[config.mk]
export PLATFORM = sky130hd
export DESIGN_NAME = hostlink_bridge
export DESIGN_NICKNAME = d
export VERILOG_FILES = /design/src/rtl/hlb_pkg.sv /design/src/rtl/hlb_autobaud.sv /design/src/rtl/hlb_uart_rx.sv /design/src/rtl/hlb_uart_tx.sv /design/src/rtl/hlb_pkt_builder.sv /design/src/rtl/hlb_pkt_splitter.sv /design/src/rtl/hostlink_bridge.sv
export SDC_FILE = /design/constraint.sdc
export NUM_CORES = 1
export LEC_CHECK = 0
export ABC_AREA = 1
export BUFFER_PORTS_ARGS = -buffer_cell sky130_fd_sc_hd__buf_2
export CORE_ASPECT_RATIO = 1.25
export CORE_MARGIN = 5
export CORE_UTILIZATION = 55
export DETAILED_ROUTE_END_ITERATION = 8
export PLACE_DENSITY = 0.77
export RECOVER_POWER = 100
export SLEW_MARGIN = 30
export SYNTH_ARGS = -nofsm -noshare
export SYNTH_HDL_FRONTEND = slang
export SYNTH_SLANG_ARGS = --single-unit
[constraint.sdc]
create_clock -name clk -period 4.5 [get_ports clk]
set_input_delay 0.225 -clock clk [delete_from_list [all_inputs] [get_ports clk]]
set_output_delay 0.225 -clock clk [all_outputs]
set_load 0.01 [all_outputs]
[src/rtl/hlb_pkg.sv]
package hlb_pkg;
  localparam logic [7:0] CMD_READ  = 8'h00;
  localparam logic [7:0] CMD_WRITE = 8'h01;
  localparam logic [7:0] CMD_ACT   = 8'h02;
  localparam logic [7:0] CMD_PRINT = 8'h03;
  localparam logic [7:0] CMD_SCAN  = 8'h04;
  localparam logic [7:0] CMD_RDRET = 8'h09;
  localparam logic [7:0] ESC_BYTE  = 8'h55;
  localparam int unsigned ESC_LEN  = 5;   // four markers plus source address

  typedef enum logic [2:0] {
    P_CMD, P_TGT, P_CNT, P_AH, P_AL, P_DH, P_DL, P_SEND
  } pstate_t;
endpackage

[src/rtl/hlb_autobaud.sv]
module hlb_autobaud #(
  parameter int DIV_W = 16
) (
  input  logic             clk,
  input  logic             rst_n,
  input  logic             fall_i,
  output logic [DIV_W-1:0] period_o,
  output logic             locked_o
);
  localparam int SPAN_W = DIV_W + 3;

  logic [SPAN_W-1:0] span;
  logic [1:0]        falls;
  logic              run;

  always_ff @(posedge clk or negedge rst_n) begin
    if (!rst_n) begin
      span     <= '0;
      falls    <= '0;
      run      <= 1'b0;
      locked_o <= 1'b0;
      period_o <= '0;
    end else if (!locked_o) begin
      if (run) span <= span + SPAN_W'(1);
      if (fall_i) begin
        if (!run) begin
          run  <= 1'b1;
          span <= SPAN_W'(1);
        end else if (falls == 2'd3) begin
          locked_o <= 1'b1;
          period_o <= DIV_W'((span + SPAN_W'(4)) >> 3);
        end else begin
          falls <= falls + 2'd1;
        end
      end
    end
  end

  assert_lock_sticky_R2: assert property (@(posedge clk) disable iff (!rst_n)
    !$fell(locked_o));
  assert_period_valid_R2: assert property (@(posedge clk) disable iff (!rst_n)
    locked_o |-> period_o != '0);
endmodule

[src/rtl/hlb_uart_rx.sv]
module hlb_uart_rx #(
  parameter int DIV_W = 16
) (
  input  logic             clk,
  input  logic             rst_n,
  input  logic             en_i,
  input  logic             line_i,
  input  logic             fall_i,
  input  logic [DIV_W-1:0] period_i,
  output logic [7:0]       byte_o,
  output logic             valid_o
);
  logic             busy;
  logic [3:0]       bitn;
  logic [DIV_W-1:0] tmr;
  logic [7:0]       sh;

  always_ff @(posedge clk or negedge rst_n) begin
    if (!rst_n) begin
      busy <= 1'b0; bitn <= '0; tmr <= '0; sh <= '0;
      byte_o <= '0; valid_o <= 1'b0;
    end else begin
      valid_o <= 1'b0;
      if (!busy) begin
        if (en_i && fall_i) begin
          busy <= 1'b1;
          bitn <= '0;
          tmr  <= period_i >> 1;
        end
      end else if (tmr != '0) begin
        tmr <= tmr - DIV_W'(1);
      end else begin
        tmr <= period_i - DIV_W'(1);
        if (bitn == 4'd0) begin
          if (line_i) busy <= 1'b0;       // glitch, not a start bit
          bitn <= 4'd1;
        end else if (bitn == 4'd9) begin
          busy    <= 1'b0;
          valid_o <= line_i;              // framing error drops the byte
          byte_o  <= sh;
        end else begin
          sh   <= {line_i, sh[7:1]};
          bitn <= bitn + 4'd1;
        end
      end
    end
  end

  assert_rx_after_lock_R1: assert property (@(posedge clk) disable iff (!rst_n)
    valid_o |-> en_i);
endmodule

[src/rtl/hlb_uart_tx.sv]
module hlb_uart_tx #(
  parameter int DIV_W = 16
) (
  input  logic             clk,
  input  logic             rst_n,
  input  logic             en_i,
  input  logic [DIV_W-1:0] period_i,
  input  logic             valid_i,
  input  logic [7:0]       data_i,
  output logic             ready_o,
  output logic             line_o
);
  logic             busy;
  logic [9:0]       sh;
  logic [3:0]       left;
  logic [DIV_W-1:0] tmr;

  assign ready_o = en_i && !busy;
  assign line_o  = busy ? sh[0] : 1'b1;

  always_ff @(posedge clk or negedge rst_n) begin
    if (!rst_n) begin
      busy <= 1'b0; sh <= '1; left <= '0; tmr <= '0;
    end else if (!busy) begin
      if (valid_i && ready_o) begin
        busy <= 1'b1;
        sh   <= {1'b1, data_i, 1'b0};
        left <= 4'd10;
        tmr  <= period_i - DIV_W'(1);
      end
    end else if (tmr != '0) begin
      tmr <= tmr - DIV_W'(1);
    end else if (left == 4'd1) begin
      busy <= 1'b0;
    end else begin
      sh   <= {1'b1, sh[9:1]};
      left <= left - 4'd1;
      tmr  <= period_i - DIV_W'(1);
    end
  end

  assert_start_bit_R3: assert property (@(posedge clk) disable iff (!rst_n)
    (valid_i && ready_o) |=> !line_o);
endmodule

[src/rtl/hlb_pkt_builder.sv]
module hlb_pkt_builder
  import hlb_pkg::*;
#(
  parameter logic [7:0] SRC_ADDR = 8'h00
) (
  input  logic       clk,
  input  logic       rst_n,
  input  logic [7:0] byte_i,
  input  logic       bvalid_i,
  output logic       out_valid_o,
  input  logic       out_ready_i,
  output logic [7:0] out_data_o
);
  pstate_t     st;
  logic [7:0]  cmd, tgt, cnt, dh, dl;
  logic [15:0] addr;
  logic [2:0]  fidx;
  logic [3:0]  nflits;

  always_comb begin
    unique case (cmd)
      CMD_READ:  nflits = 4'd6;
      CMD_WRITE: nflits = 4'd8;
      CMD_ACT:   nflits = 4'd4;
      default:   nflits = 4'd6;   // input reply
    endcase
  end

  assign out_valid_o = (st == P_SEND);

  always_comb begin
    unique case (fidx)
      3'd0: out_data_o = tgt;
      3'd1: out_data_o = {4'd0, nflits} - 8'd2;
      3'd2: out_data_o = SRC_ADDR;
      3'd3: out_data_o = cmd;
      3'd4: out_data_o = (cmd == CMD_SCAN) ? dh : addr[15:8];
      3'd5: out_data_o = (cmd == CMD_SCAN) ? dl : addr[7:0];
      3'd6: out_data_o = dh;
      default: out_data_o = dl;
    endcase
  end

  always_ff @(posedge clk or negedge rst_n) begin
    if (!rst_n) begin
      st <= P_CMD; cmd <= '0; tgt <= '0; cnt <= '0;
      dh <= '0; dl <= '0; addr <= '0; fidx <= '0;
    end else begin
      unique case (st)
        P_CMD: if (bvalid_i) begin
          cmd <= byte_i;
          if (byte_i == CMD_READ || byte_i == CMD_WRITE ||
              byte_i == CMD_ACT  || byte_i == CMD_SCAN) st <= P_TGT;
        end
        P_TGT: if (bvalid_i) begin
          tgt <= byte_i;
          st  <= (cmd == CMD_ACT) ? P_SEND : (cmd == CMD_SCAN) ? P_DH : P_CNT;
        end
        P_CNT: if (bvalid_i) begin cnt <= byte_i; st <= P_AH; end
        P_AH:  if (bvalid_i) begin addr[15:8] <= byte_i; st <= P_AL; end
        P_AL:  if (bvalid_i) begin
          addr[7:0] <= byte_i;
          st <= (cnt == '0) ? P_CMD : (cmd == CMD_READ) ? P_SEND : P_DH;
        end
        P_DH:  if (bvalid_i) begin dh <= byte_i; st <= P_DL; end
        P_DL:  if (bvalid_i) begin dl <= byte_i; st <= P_SEND; end
        default: if (out_ready_i) begin
          if ({1'b0, fidx} == nflits - 4'd1) begin
            fidx <= '0;
            if (cmd == CMD_READ || cmd == CMD_WRITE) begin
              cnt  <= cnt - 8'd1;
              addr <= addr + 16'd1;
              st   <= (cnt == 8'd1) ? P_CMD : (cmd == CMD_READ) ? P_SEND : P_DH;
            end else begin
              st <= P_CMD;
            end
          end else begin
            fidx <= fidx + 3'd1;
          end
        end
      endcase
    end
  end

  assert_out_hold_R9: assert property (@(posedge clk) disable iff (!rst_n)
    (out_valid_o && !out_ready_i) |=> (out_valid_o && $stable(out_data_o)));
endmodule

[src/rtl/hlb_pkt_splitter.sv]
module hlb_pkt_splitter
  import hlb_pkg::*;
(
  input  logic       clk,
  input  logic       rst_n,
  input  logic       en_i,
  input  logic       in_valid_i,
  output logic       in_ready_o,
  input  logic [7:0] in_data_i,
  output logic       tb_valid_o,
  input  logic       tb_ready_i,
  output logic [7:0] tb_data_o
);
  logic [8:0] fidx;
  logic [7:0] len_q, src_q, cmd_q, eff_len;
  logic [2:0] esc;
  logic       fwd, last, take;

  assign eff_len = (fidx == 9'd1) ? in_data_i : len_q;
  assign last    = (fidx != 9'd0) && (fidx == {1'b0, eff_len} + 9'd1);
  assign fwd     = (fidx >= 9'd4) &&
                   (cmd_q == CMD_PRINT || cmd_q == CMD_SCAN || cmd_q == CMD_RDRET);
  assign take    = in_valid_i && in_ready_o;

  always_comb begin
    if (esc != '0) begin
      tb_valid_o = 1'b1;
      tb_data_o  = (esc > 3'd1) ? ESC_BYTE : src_q;
      in_ready_o = 1'b0;
    end else if (fwd) begin
      tb_valid_o = in_valid_i && en_i;
      tb_data_o  = in_data_i;
      in_ready_o = tb_ready_i;
    end else begin
      tb_valid_o = 1'b0;
      tb_data_o  = in_data_i;
      in_ready_o = en_i;
    end
  end

  always_ff @(posedge clk or negedge rst_n) begin
    if (!rst_n) begin
      fidx <= '0; len_q <= '0; src_q <= '0; cmd_q <= '0; esc <= '0;
    end else begin
      if (esc != '0 && tb_ready_i) esc <= esc - 3'd1;
      if (take) begin
        fidx <= last ? 9'd0 : fidx + 9'd1;
        if (fidx == 9'd1) len_q <= in_data_i;
        if (fidx == 9'd2) src_q <= in_data_i;
        if (fidx == 9'd3) begin
          cmd_q <= in_data_i;
          if (in_data_i == CMD_PRINT || in_data_i == CMD_SCAN) esc <= 3'(ESC_LEN);
        end
      end
    end
  end

  assert_escape_first_R10: assert property (@(posedge clk) disable iff (!rst_n)
    (take && fidx == 9'd3 && in_data_i == CMD_PRINT) |=> (tb_valid_o && tb_data_o == ESC_BYTE));
endmodule

[src/rtl/hostlink_bridge.sv]
module hostlink_bridge #(
  parameter logic [7:0] SRC_ADDR = 8'h00,
  parameter int         DIV_W    = 16
) (
  input  logic       clk,
  input  logic       rst_n,
  input  logic       host_rx_i,
  output logic       host_tx_o,
  output logic       locked_o,
  output logic       pkt_out_valid_o,
  input  logic       pkt_out_ready_i,
  output logic [7:0] pkt_out_data_o,
  input  logic       pkt_in_valid_i,
  output logic       pkt_in_ready_o,
  input  logic [7:0] pkt_in_data_i
);
  logic [2:0]       sync;
  logic             line, fall;
  logic [DIV_W-1:0] period;
  logic [7:0]       rx_byte, tb_data;
  logic             rx_valid, tb_valid, tb_ready, bvalid;

  always_ff @(posedge clk or negedge rst_n) begin
    if (!rst_n) sync <= '1;
    else        sync <= {sync[1:0], host_rx_i};
  end
  assign line = sync[1];
  assign fall = sync[2] & ~sync[1];

  hlb_autobaud #(.DIV_W(DIV_W)) u_baud (
    .clk(clk), .rst_n(rst_n), .fall_i(fall), .period_o(period), .locked_o(locked_o));

  hlb_uart_rx #(.DIV_W(DIV_W)) u_rx (
    .clk(clk), .rst_n(rst_n), .en_i(locked_o), .line_i(line), .fall_i(fall),
    .period_i(period), .byte_o(rx_byte), .valid_o(rx_valid));

  // bytes that land while a packet is being emitted are dropped
  assign bvalid = rx_valid && !pkt_out_valid_o;

  hlb_pkt_builder #(.SRC_ADDR(SRC_ADDR)) u_build (
    .clk(clk), .rst_n(rst_n), .byte_i(rx_byte), .bvalid_i(bvalid),
    .out_valid_o(pkt_out_valid_o), .out_ready_i(pkt_out_ready_i),
    .out_data_o(pkt_out_data_o));

  hlb_pkt_splitter u_split (
    .clk(clk), .rst_n(rst_n), .en_i(locked_o),
    .in_valid_i(pkt_in_valid_i), .in_ready_o(pkt_in_ready_o), .in_data_i(pkt_in_data_i),
    .tb_valid_o(tb_valid), .tb_ready_i(tb_ready), .tb_data_o(tb_data));

  hlb_uart_tx #(.DIV_W(DIV_W)) u_tx (
    .clk(clk), .rst_n(rst_n), .en_i(locked_o), .period_i(period),
    .valid_i(tb_valid), .data_i(tb_data), .ready_o(tb_ready), .line_o(host_tx_o));

  assert_quiet_before_lock_R1: assert property (@(posedge clk) disable iff (!rst_n)
    !locked_o |-> (!pkt_out_valid_o && !pkt_in_ready_o && host_tx_o));
endmodule

==> flow_metrics.py, run 1 <==
metrics = {
    "status": {
        "outcome": "complete, but fails checks",
        "violations": "max-capacitance violations, max-slew violations",
    },
    "worst_setup_path": {
        "r2r_start": "u_split.fidx[4]",
        "cp-startpoint": "u_split.fidx[4]",
        "reg2reg_depth": 16,
        "r2r-end": "u_split.fidx[4]",
        "setup.worst_path.end": "u_split.fidx[4]",
        "worstSetupStartpointType": "register",
        "crit_type": "reg2reg",
        "arrival_ns": 3.85,
        "r2r_slack_ns": 1.06,
        "path_max_fanout": 14,
        "required_ns": 4.91,
        "cp-end-kind": "register",
    },
    "global_route": {
        "first_global_vias": 10300,
        "grt_overflow": 0,
        "grt_util_all_layers_pct": 23.7,
        "grt_max_degree": 91,
        "grt_pass1_wl_um": 49800,
        "met3_usage_pct": 2.68,
        "antenna_found_initial": 0,
        "grtUsageMet2_pct": 40.8,
        "grt.busiest_layer": "met2",
        "use_met1_pct": 31.1,
    },
    "floorplanning": {
        "die_width_um": 143,
        "initial_core_util_pct": 55.2,
        "die_h_um": 176,
        "row_count": 61,
        "core_sq_mm": 0.0221,
        "dieArea_sq_mm": 0.0252,
        "boundaryPins": 25,
    },
    "synthesis": {
        "yosysSeqAreaShare_pct": 42.9,
        "yosys_register_bits": 208,
        "synthMuxAreaShare_pct": 0.185,
        "synth_fa_ha_area_share_pct": 2.98,
        "syn_area_per_cell_sq_um": 7.61,
        "synth.area.top_cells": "dfrtp_1 40%, nand2_1 11%, o21ai_0 8.1%",
        "synth_flop_cell": "dfrtp_1",
        "yosys.area_share.simple_pct": 25.6,
        "synth_top_area_cell": "dfrtp_1",
        "syn_area_sq_mm": 0.0122,
        "synthCells": 1601,
        "synthArstFlopShare_pct": 100,
        "synth_top_family_by_area": "simple AND/OR/NAND/NOR gates",
        "synth_edf_count": 0,
        "yosys_warnings": 0,
        "synth_compound_area_share_pct": 15.9,
        "synth.top_cell.area_share_pct": 40.3,
        "ys_types": 59,
        "synth_xor_area_share_pct": 4.39,
        "synth_nets": 1643,
    },
    "timing": {
        "min_period_over_period_pct": 76.5,
        "finClkSkew_ns": 0.0232,
        "setup_viol": 0,
        "period_minus_slack_ns": 3.44,
        "rsz0062_at_grt": "false",
        "setup_slack_ns": 1.06,
        "final_hold_viol_count": 0,
        "setup_tns_ns": 0,
        "drv_slew": 91,
        "timing.fmax_mhz": 290,
        "tightest_slew_ns": 2.29,
        "slew_headroom_pct": -52.7,
    },
    "pwr": {
        "report.power.total_mw": 5.10,
        "power_leakage_nw": 6.08,
        "irDropWorstVdd_v": 0.000364,
        "power.density_mw_per_mm2": 384,
    },
    "place": {
        "portBuffers": 24,
        "gp_congestion": 0.953,
        "place_ws_ns": 1.89,
        "hpwl_um": 21400,
    },
    "routing": {
        "first_iter_violations": 830,
        "finalWirelength_um": 29500,
        "dr.pass1.iters": 5,
        "drc_errors": 0,
        "routedWlPerCell_um": 15.3,
        "vias": 10800,
        "ant_nets": 0,
        "vias_per_cell": 5.58,
    },
    "clock_network": {
        "numCtsBuffers": 23,
        "h-tree-depth": 1,
        "path_clk_slew_ns": 0.06,
        "cts.repair.resized": 0,
        "insertion_delay_ns": 0.52,
        "tritoncts": "done",
        "cts_root_buffer": "clkbuf_16",
        "cts.sinks": 208,
        "clock_path_buffers": 3,
    },
    "min_path": {
        "min_path_cells": 3,
        "hp-class": "in2reg",
        "hold_path.startpoint": "pkt_in_data_i[4]",
    },
    "cells_and_area": {
        "final_common_cell": "nand2_1",
        "num_antenna_cells": 0,
        "drive_gt1_share_pct": 6.57,
        "syn_to_final_growth_pct": 8.95,
        "layout.nets": 1670,
        "final_cell_mix": "363 x nand2_1, 205 x o21ai_0, 201 x inv_1",
    },
    "flow_run": {
        "maxCapViolations": 1,
    },
}
-- per-stage QoR --
step	instance area (sq um)	cells	util, %	hold slack (ns)
6_report	13300	1928	60.2	0.0329
5_1_grt	13300	1928	60.2	0.0443
2_1_floorplan	12200	1601	-	-0.0706
3_5_place_dp	12500	1879	56.8	0.333
4_1_cts	13400	1928	60.7	0.0116
3_3_place_gp	12500	1879	56.8	0.331
-- registers in the layout (all words and copies together) (netlist names), 4 cells and up --
signal	flops
u_build.dh	8
u_tx.left	4
u_build.tgt	8
u_baud.span	19
u_rx.bitn	4
u_rx.byte_o	8
u_split.len_q	8
u_rx.tmr	16
u_split.fidx	9
u_split.cmd_q	8
u_rx.sh	8
u_tx.sh	9
u_build.addr	16
u_baud.period_o	16
u_build.cmd	8
u_build.cnt	8
u_build.dl	8
u_tx.tmr	16
u_split.src_q	8
-- cells in the mapped netlist, drive strengths merged (2+ instances only) --
library cell,count
nand2,376
o21ai,210
inv,209
dfrtp,196
nor2,174
nand3,90
a21oi,54
xor2,52
nor3,35
ha,29
clkbuf,22
nand4,17
o22ai,14
o211ai,13
dfstp,12
buf,11
nor4,10
xnor2,9
a31oi,8
clkinv,8
o31ai,8
o21a,6
o221ai,6
a211oi,5
a221oi,5
or2,4
a22oi,2
a41oi,2
mux2,2
o2111ai,2
-- worst min-delay path by stage --
stage | slack [ns] | to
2_1_floorplan | -0.07 | u_baud.falls[0]
3_3_place_gp | 0.33 | u_build.dl[5]
3_5_place_dp | 0.33 | u_build.dh[0]
4_1_cts | 0.01 | u_split.cmd_q[4]
5_1_grt | 0.04 | u_split.cmd_q[4]
6_report | 0.03 | u_split.cmd_q[4]
-- logic make-up after synthesis --
family | count (synthesis)
AND/OR/NAND/NOR | 708
AO/OA/AOI/OAI | 343
buffers and inverters | 250
flip-flops | 208
XOR/XNOR | 61
adder cells (fa/ha/maj) | 29
multiplexers | 2
-- routing by layer --
metal | wire [um] | vias up | part of all wire (%)
li1 | - | 5327 | -
met1 | 12700 | 5074 | 43
met2 | 14600 | 284 | 50
met3 | 1260 | 69 | 4.3
met4 | 879 | 0 | 3.0
met5 | 0 | - | 0
-- worst max-delay path: stages (launching register included) --
cell	delay, ns
dfrtp_1	0.44
inv_1	0.11
nand2_2	0.05
nor2_1	0.69
nand2_1	0.58
nand2_1	0.22
nand2_1	0.14
nand3_4	0.13
clkinv_1	0.10
nand3_1	0.13
nand2_1	0.07
nand2_1	0.05
nand2_1	0.05
nor2_1	0.13
nand3_1	0.26
nand2_1	0.14
inv_1	0.04
-- timing repair --
item,4_1_cts,5_1_grt
hold buffers,7,0
buffers inserted,0,0
hold endpoints to repair,84,0
-- layout make-up --
type / instances / area (sq um)
multi-input combinational: 1143 / 5880
sequential: 208 / 5220
tap: 283 / 354
fill: 2005 / 8790
inverter: 217 / 822
clock buffer: 28 / 624
timing repair buffer: 35 / 201
clock inverter: 14 / 165
-- power breakdown --
group	switching (mW)	total, mW	leakage, nW	internal [mW]
clock	0.777	1.94	0.386	1.17
combinational	0.655	0.981	3.12	0.326
sequential	0.152	2.17	2.57	2.02
(Power assumes the default switching activity.)
==> run 2, diff against run 1 <==
--- a/config.mk
+++ b/config.mk
@@ -11,7 +11,7 @@
 export CORE_MARGIN = 5
 export CORE_UTILIZATION = 55
 export DETAILED_ROUTE_END_ITERATION = 8
-export PLACE_DENSITY = 0.77
+export PLACE_DENSITY = 0.8
 export RECOVER_POWER = 100
 export SLEW_MARGIN = 30
 export SYNTH_ARGS = -nofsm -noshare
==> constraint.sdc (replaced) <==
create_clock -name clk -period 3 [get_ports clk]
set_input_delay 0.15 -clock clk [delete_from_list [all_inputs] [get_ports clk]]
set_output_delay 0.15 -clock clk [all_outputs]
set_load 0.01 [all_outputs]
==> flow_metrics.py, run 2 (synthesized netlist as in run 1, its figures left out) <==
metrics = {
    "status": {
        "outcome": "complete, but fails checks",
        "violations": "max-capacitance violations, max-slew violations",
    },
    "worst_setup_path": {
        "worstSetupStartpointType": "register",
        "cp-end-kind": "primary output",
        "max_stage_delay_ns": 0.58,
        "slowest_stage": "dfrtp_1",
        "path_delay_family": "buffers and inverters",
        "reg2reg_depth": 11,
        "path_max_fanout": 10,
        "crit_type": "reg2out",
        "cp.depth": 8,
        "arrival_ns": 2.65,
        "cp_cell_sequence": "clkinv_1 > ha_1 > nor2_1 > a21oi_1 > inv_1 > nand2_1 > o211ai_1 > clkbuf_1",
        "r2r_slack_ns": 0.29,
        "required_ns": 2.85,
        "crit_buf_inv": 3,
    },
    "timing": {
        "finClkSkew_ns": 0.0161,
        "min_period_over_period_pct": 93.3,
        "timing.fmax_mhz": 357,
        "setup_tns_ns": 0,
        "slew_headroom_pct": -37.2,
        "final_hold_viol_count": 0,
        "setup_viol": 0,
        "tightest_slew_ns": 2.06,
        "rsz0062_at_grt": "false",
        "drv_slew": 84,
        "period_minus_slack_ns": 2.80,
    },
    "global_route": {
        "grt_max_degree": 85,
        "grt_util_all_layers_pct": 23.6,
        "first_global_vias": 10500,
        "grt_overflow": 0,
        "antenna_found_initial": 0,
        "grt_pass1_wl_um": 49800,
    },
    "routing": {
        "ant_nets": 0,
        "vias": 10900,
        "finalWirelength_um": 29800,
        "drc_errors": 0,
        "routedWlPerCell_um": 15.4,
        "dr.pass1.iters": 6,
        "first_iter_violations": 925,
        "vias_per_cell": 5.62,
    },
    "pwr": {
        "power_leakage_nw": 6.12,
        "p_int_mw": 5.10,
        "switching_power_mw": 2.31,
        "power_frac_comb_pct": 19.8,
        "netSwitchingFraction_pct": 31.2,
        "p_clk_share_pct": 36.2,
        "p_seq_share_pct": 44.0,
        "irDropWorstVdd_v": 0.000438,
        "power.density_mw_per_mm2": 556,
    },
    "floorplanning": {
        "core_sq_mm": 0.0221,
        "initial_core_util_pct": 55.2,
        "dieArea_sq_mm": 0.0252,
        "die_width_um": 143,
        "die_h_um": 176,
        "boundaryPins": 25,
        "row_count": 61,
    },
    "cells_and_area": {
        "final_common_cell": "nand2_1",
        "num_antenna_cells": 0,
        "final_area_sq_mm": 0.0133,
        "layout.nets": 1680,
        "top_register": "u_baud.span",
        "syn_to_final_growth_pct": 9.33,
        "largest_reg_flops": 19,
        "final_cell_mix": "362 x nand2_1, 203 x o21ai_0, 201 x inv_1",
        "drive_gt1_share_pct": 7.08,
    },
    "clock_network": {
        "path_clk_slew_ns": 0.06,
        "h-tree-depth": 1,
        "tritoncts": "done",
        "cts_root_buffer": "clkbuf_16",
        "clock_path_buffers": 3,
        "cts.sinks": 208,
        "insertion_delay_ns": 0.51,
        "cts.repair.resized": 0,
        "numCtsBuffers": 23,
    },
    "place": {
        "hpwl_um": 21700,
        "place_area_sq_mm": 0.0126,
        "gp_congestion": 0.934,
        "portBuffers": 24,
    },
    "min_path": {
        "min_path_cells": 3,
        "hp-class": "in2reg",
    },
    "flow_run": {
        "maxCapViolations": 1,
    },
}
[run 2: what timing repair did]
action / CTS / global route
hold buffers: 8 / 0
endpoints found under the hold margin: 86 / 0
setup endpoints to repair: 0 / 8
setup buffers: 0 / 2
[run 2: cell type report]
type                            count  area, sq um
Fill cell                        1942         8740
Clock buffer                       29          628
Multi-Input combinational cell   1143         5930
Clock inverter                     11         91.3
Tap cell                          283          354
Sequential cell                   208         5220
Timing Repair Buffer               45          273
Inverter                          217          822
[run 2: worst register-to-register path, delay by kind of cell (launching register included)]
family	cells	cell delay, ns
simple gates	7	1.25
buf+inv	4	0.85
flops	1	0.54
[run 2: worst paths after layout]
| kind | to | startpoint |
|---|---|---|
| worst max register to register | u_split.esc[2] | u_baud.locked_o |
| max in group asynchronous | u_baud.span[1] | rst_n |
| worst min register to register | sync[1] | sync[0] |
| worst min-delay path | u_build.fidx[0] | pkt_out_ready_i |
| worst max-delay path | pkt_out_data_o[5] | u_build.fidx[2] |
| min in group asynchronous | u_build.dl[3] | rst_n |
[run 2: power groups by stage]
stage	Clock (mW)	Sequential (mW)	Combinational, mW
final	2.68	3.26	1.46
after global placement	0	3.30	1.41
after global routing	2.85	3.29	1.67
after detailed placement	0	3.30	1.45
after floorplan	0	3.24	1.02
after CTS	2.74	3.26	1.47
[run 2: per-stage QoR]
stage	total power [mW]	hold slack [ns]	worst slack, ns	cells	util [%]
after floorplan	4.26	-0.146	0.883	1601	-
after global placement	4.71	0.233	0.509	1886	57.1
after detailed placement	4.76	0.239	0.419	1886	57.1
after CTS	7.47	0.00445	0.123	1934	60.7
after global routing	7.81	0.0539	0.0531	1936	60.4
final	7.41	0.0151	0.202	1936	60.4
[run 2: layer usage]
| layer | track usage (%) | up-vias | part of all wire (%) |
|---|---|---|---|
| met2 | 40.4 | 359 | 50 |
| met4 | 10.7 | 0 | 4.4 |
| met1 | 30.0 | 5109 | 41 |
| met3 | 2.71 | 99 | 4.9 |
| li1 | - | 5313 | - |
| met5 | 0 | - | 0 |
==> run 3, diff against run 2 <==
--- a/config.mk
+++ b/config.mk
@@ -7,12 +7,13 @@
 export LEC_CHECK = 0
 export ABC_AREA = 1
 export BUFFER_PORTS_ARGS = -buffer_cell sky130_fd_sc_hd__buf_2
-export CORE_ASPECT_RATIO = 1.25
+export CORE_ASPECT_RATIO = 0.5
 export CORE_MARGIN = 5
 export CORE_UTILIZATION = 55
 export DETAILED_ROUTE_END_ITERATION = 8
 export PLACE_DENSITY = 0.8
 export RECOVER_POWER = 100
+export SKIP_LAST_GASP = 1
 export SLEW_MARGIN = 30
 export SYNTH_ARGS = -nofsm -noshare
 export SYNTH_HDL_FRONTEND = slang
==> flow_metrics.py, run 3 (synthesized netlist as in run 1, its figures left out) <==
metrics = {
    "status": {
        "outcome": "complete, but fails checks",
        "violations": "max-capacitance violations, max-slew violations",
    },
    "place": {
        "place_ws_ns": 0.396,
        "post-place-cells": 1903,
        "gp_congestion": 0.907,
        "portBuffers": 24,
        "hpwl_um": 21500,
    },
    "timing": {
        "tightest_slew_ns": 2.32,
        "setup_viol": 0,
        "slew_headroom_pct": -54.4,
        "period_minus_slack_ns": 2.75,
        "min_period_over_period_pct": 91.8,
        "drv_slew": 90,
        "hold-worst-slack_ns": 0.0369,
        "setup_tns_ns": 0,
        "final_hold_viol_count": 0,
        "setup_slack_ns": 0.247,
        "timing.fmax_mhz": 363,
        "finClkSkew_ns": 0.0106,
        "rsz0062_at_grt": "false",
    },
    "cells_and_area": {
        "syn_to_final_growth_pct": 8.86,
        "num_antenna_cells": 0,
        "regArea_sq_mm": 0.00522,
        "largest_reg_flops": 19,
        "drive_gt1_share_pct": 6.49,
        "fillerInstances": 1919,
        "final_cell_mix": "366 x nand2_1, 204 x o21ai_0, 201 x inv_1",
        "top_register": "u_baud.span",
        "layout.nets": 1679,
        "final_common_cell": "nand2_1",
        "multi_input_area_sq_mm": 0.00592,
        "final_cells": 1949,
    },
    "floorplanning": {
        "row_count": 38,
        "dieArea_sq_mm": 0.0254,
        "boundaryPins": 25,
        "die_h_um": 115,
        "initial_core_util_pct": 56.1,
        "core_sq_mm": 0.0217,
        "die_width_um": 220,
    },
    "global_route": {
        "grt_max_degree": 90,
        "grt_util_all_layers_pct": 23.7,
        "antenna_found_initial": 0,
        "first_global_vias": 10500,
        "grt_pass1_wl_um": 50000,
        "grt_overflow": 0,
    },
    "worst_setup_path": {
        "r2r_slack_ns": 0.32,
        "crit_type": "reg2out",
        "worstSetupStartpointType": "register",
        "cp-end-kind": "primary output",
        "path_max_fanout": 10,
        "required_ns": 2.85,
        "arrival_ns": 2.60,
    },
    "clock_network": {
        "cts_root_buffer": "clkbuf_16",
        "clock_path_buffers": 3,
        "tritoncts": "done",
        "insertion_delay_ns": 0.51,
        "path_clk_slew_ns": 0.07,
        "numCtsBuffers": 20,
        "cts.sinks": 208,
        "h-tree-depth": 1,
    },
    "routing": {
        "vias_per_cell": 5.57,
        "ant_nets": 0,
        "routedWlPerCell_um": 15.1,
        "finalWirelength_um": 29500,
        "first_iter_violations": 973,
        "drc_errors": 0,
        "vias": 10900,
        "dr.pass1.iters": 8,
    },
    "pwr": {
        "power.density_mw_per_mm2": 546,
        "power_leakage_nw": 6.07,
        "irDropWorstVdd_v": 0.000311,
    },
    "flow_run": {
        "maxCapViolations": 1,
    },
    "min_path": {
        "hp-class": "in2reg",
    },
}
==> run 3: area by class of cell <==
type | count | area share [%]
multi-input cells | 1143 | 44.6
flip-flops and latches | 208 | 39.4
inverters | 217 | 6.20
clock buffers | 30 | 4.67
well taps | 300 | 2.83
repair buffers | 47 | 2.13
clock inverters | 4 | 0.179
==> run 3: final timing paths <==
kind,depth (start not counted),startpoint,endpoint
max,8,u_build.fidx[2],pkt_out_data_o[7]
min,3,pkt_in_data_i[6],u_split.cmd_q[6]
max reg2reg,13,u_split.fidx[4],u_split.esc[2]
min reg2reg,0,sync[0],sync[1]
max in group asynchronous,3,rst_n,sync[0]
min in group asynchronous,2,rst_n,u_baud.span[15]
==> run 3: critical path: stages (launching register included) <==
cell,delay [ns]
dfrtp_1,0.57
clkinv_1,0.35
ha_1,0.40
nor2_1,0.11
a21oi_1,0.07
inv_1,0.19
nand2_1,0.09
o211ai_1,0.13
clkbuf_1,0.18
==> run 3: repair_timing <==
| action | in CTS | in global routing |
|---|---|---|
| hold buffers | 8 | 0 |
| resized for setup | 0 | 0 |
| setup endpoints to repair | 0 | 8 |
| hold endpoints to repair | 93 | 0 |
| buffers inserted | 0 | 4 |
==> run 3: per-stage QoR <==
step	area [sq um]	total power, mW	utilization [%]
2_1_floorplan	12200	4.26	-
3_3_place_gp	12600	4.70	58.0
3_5_place_dp	12600	4.76	58.0
4_1_cts	13300	7.29	61.4
5_1_grt	13300	7.65	61.0
6_report	13300	7.24	61.0
==> run 3: where the power goes <==
part	switching, mW	leakage [nW]	internal (mW)
Combinational	0.986	3.18	0.502
Clock	1.08	0.321	1.42
Sequential	0.222	2.57	3.03
Total	2.29	6.07	4.96
==> run 3: metal layers <==
layer / global-route usage (%) / share of wire, % / up-vias
li1: - / - / 5334
met1: 31.6 / 44 / 5105
met2: 40.4 / 47 / 344
met3: 4.08 / 6.0 / 74
met4: 6.98 / 2.6 / 0
met5: 0 / 0 / -
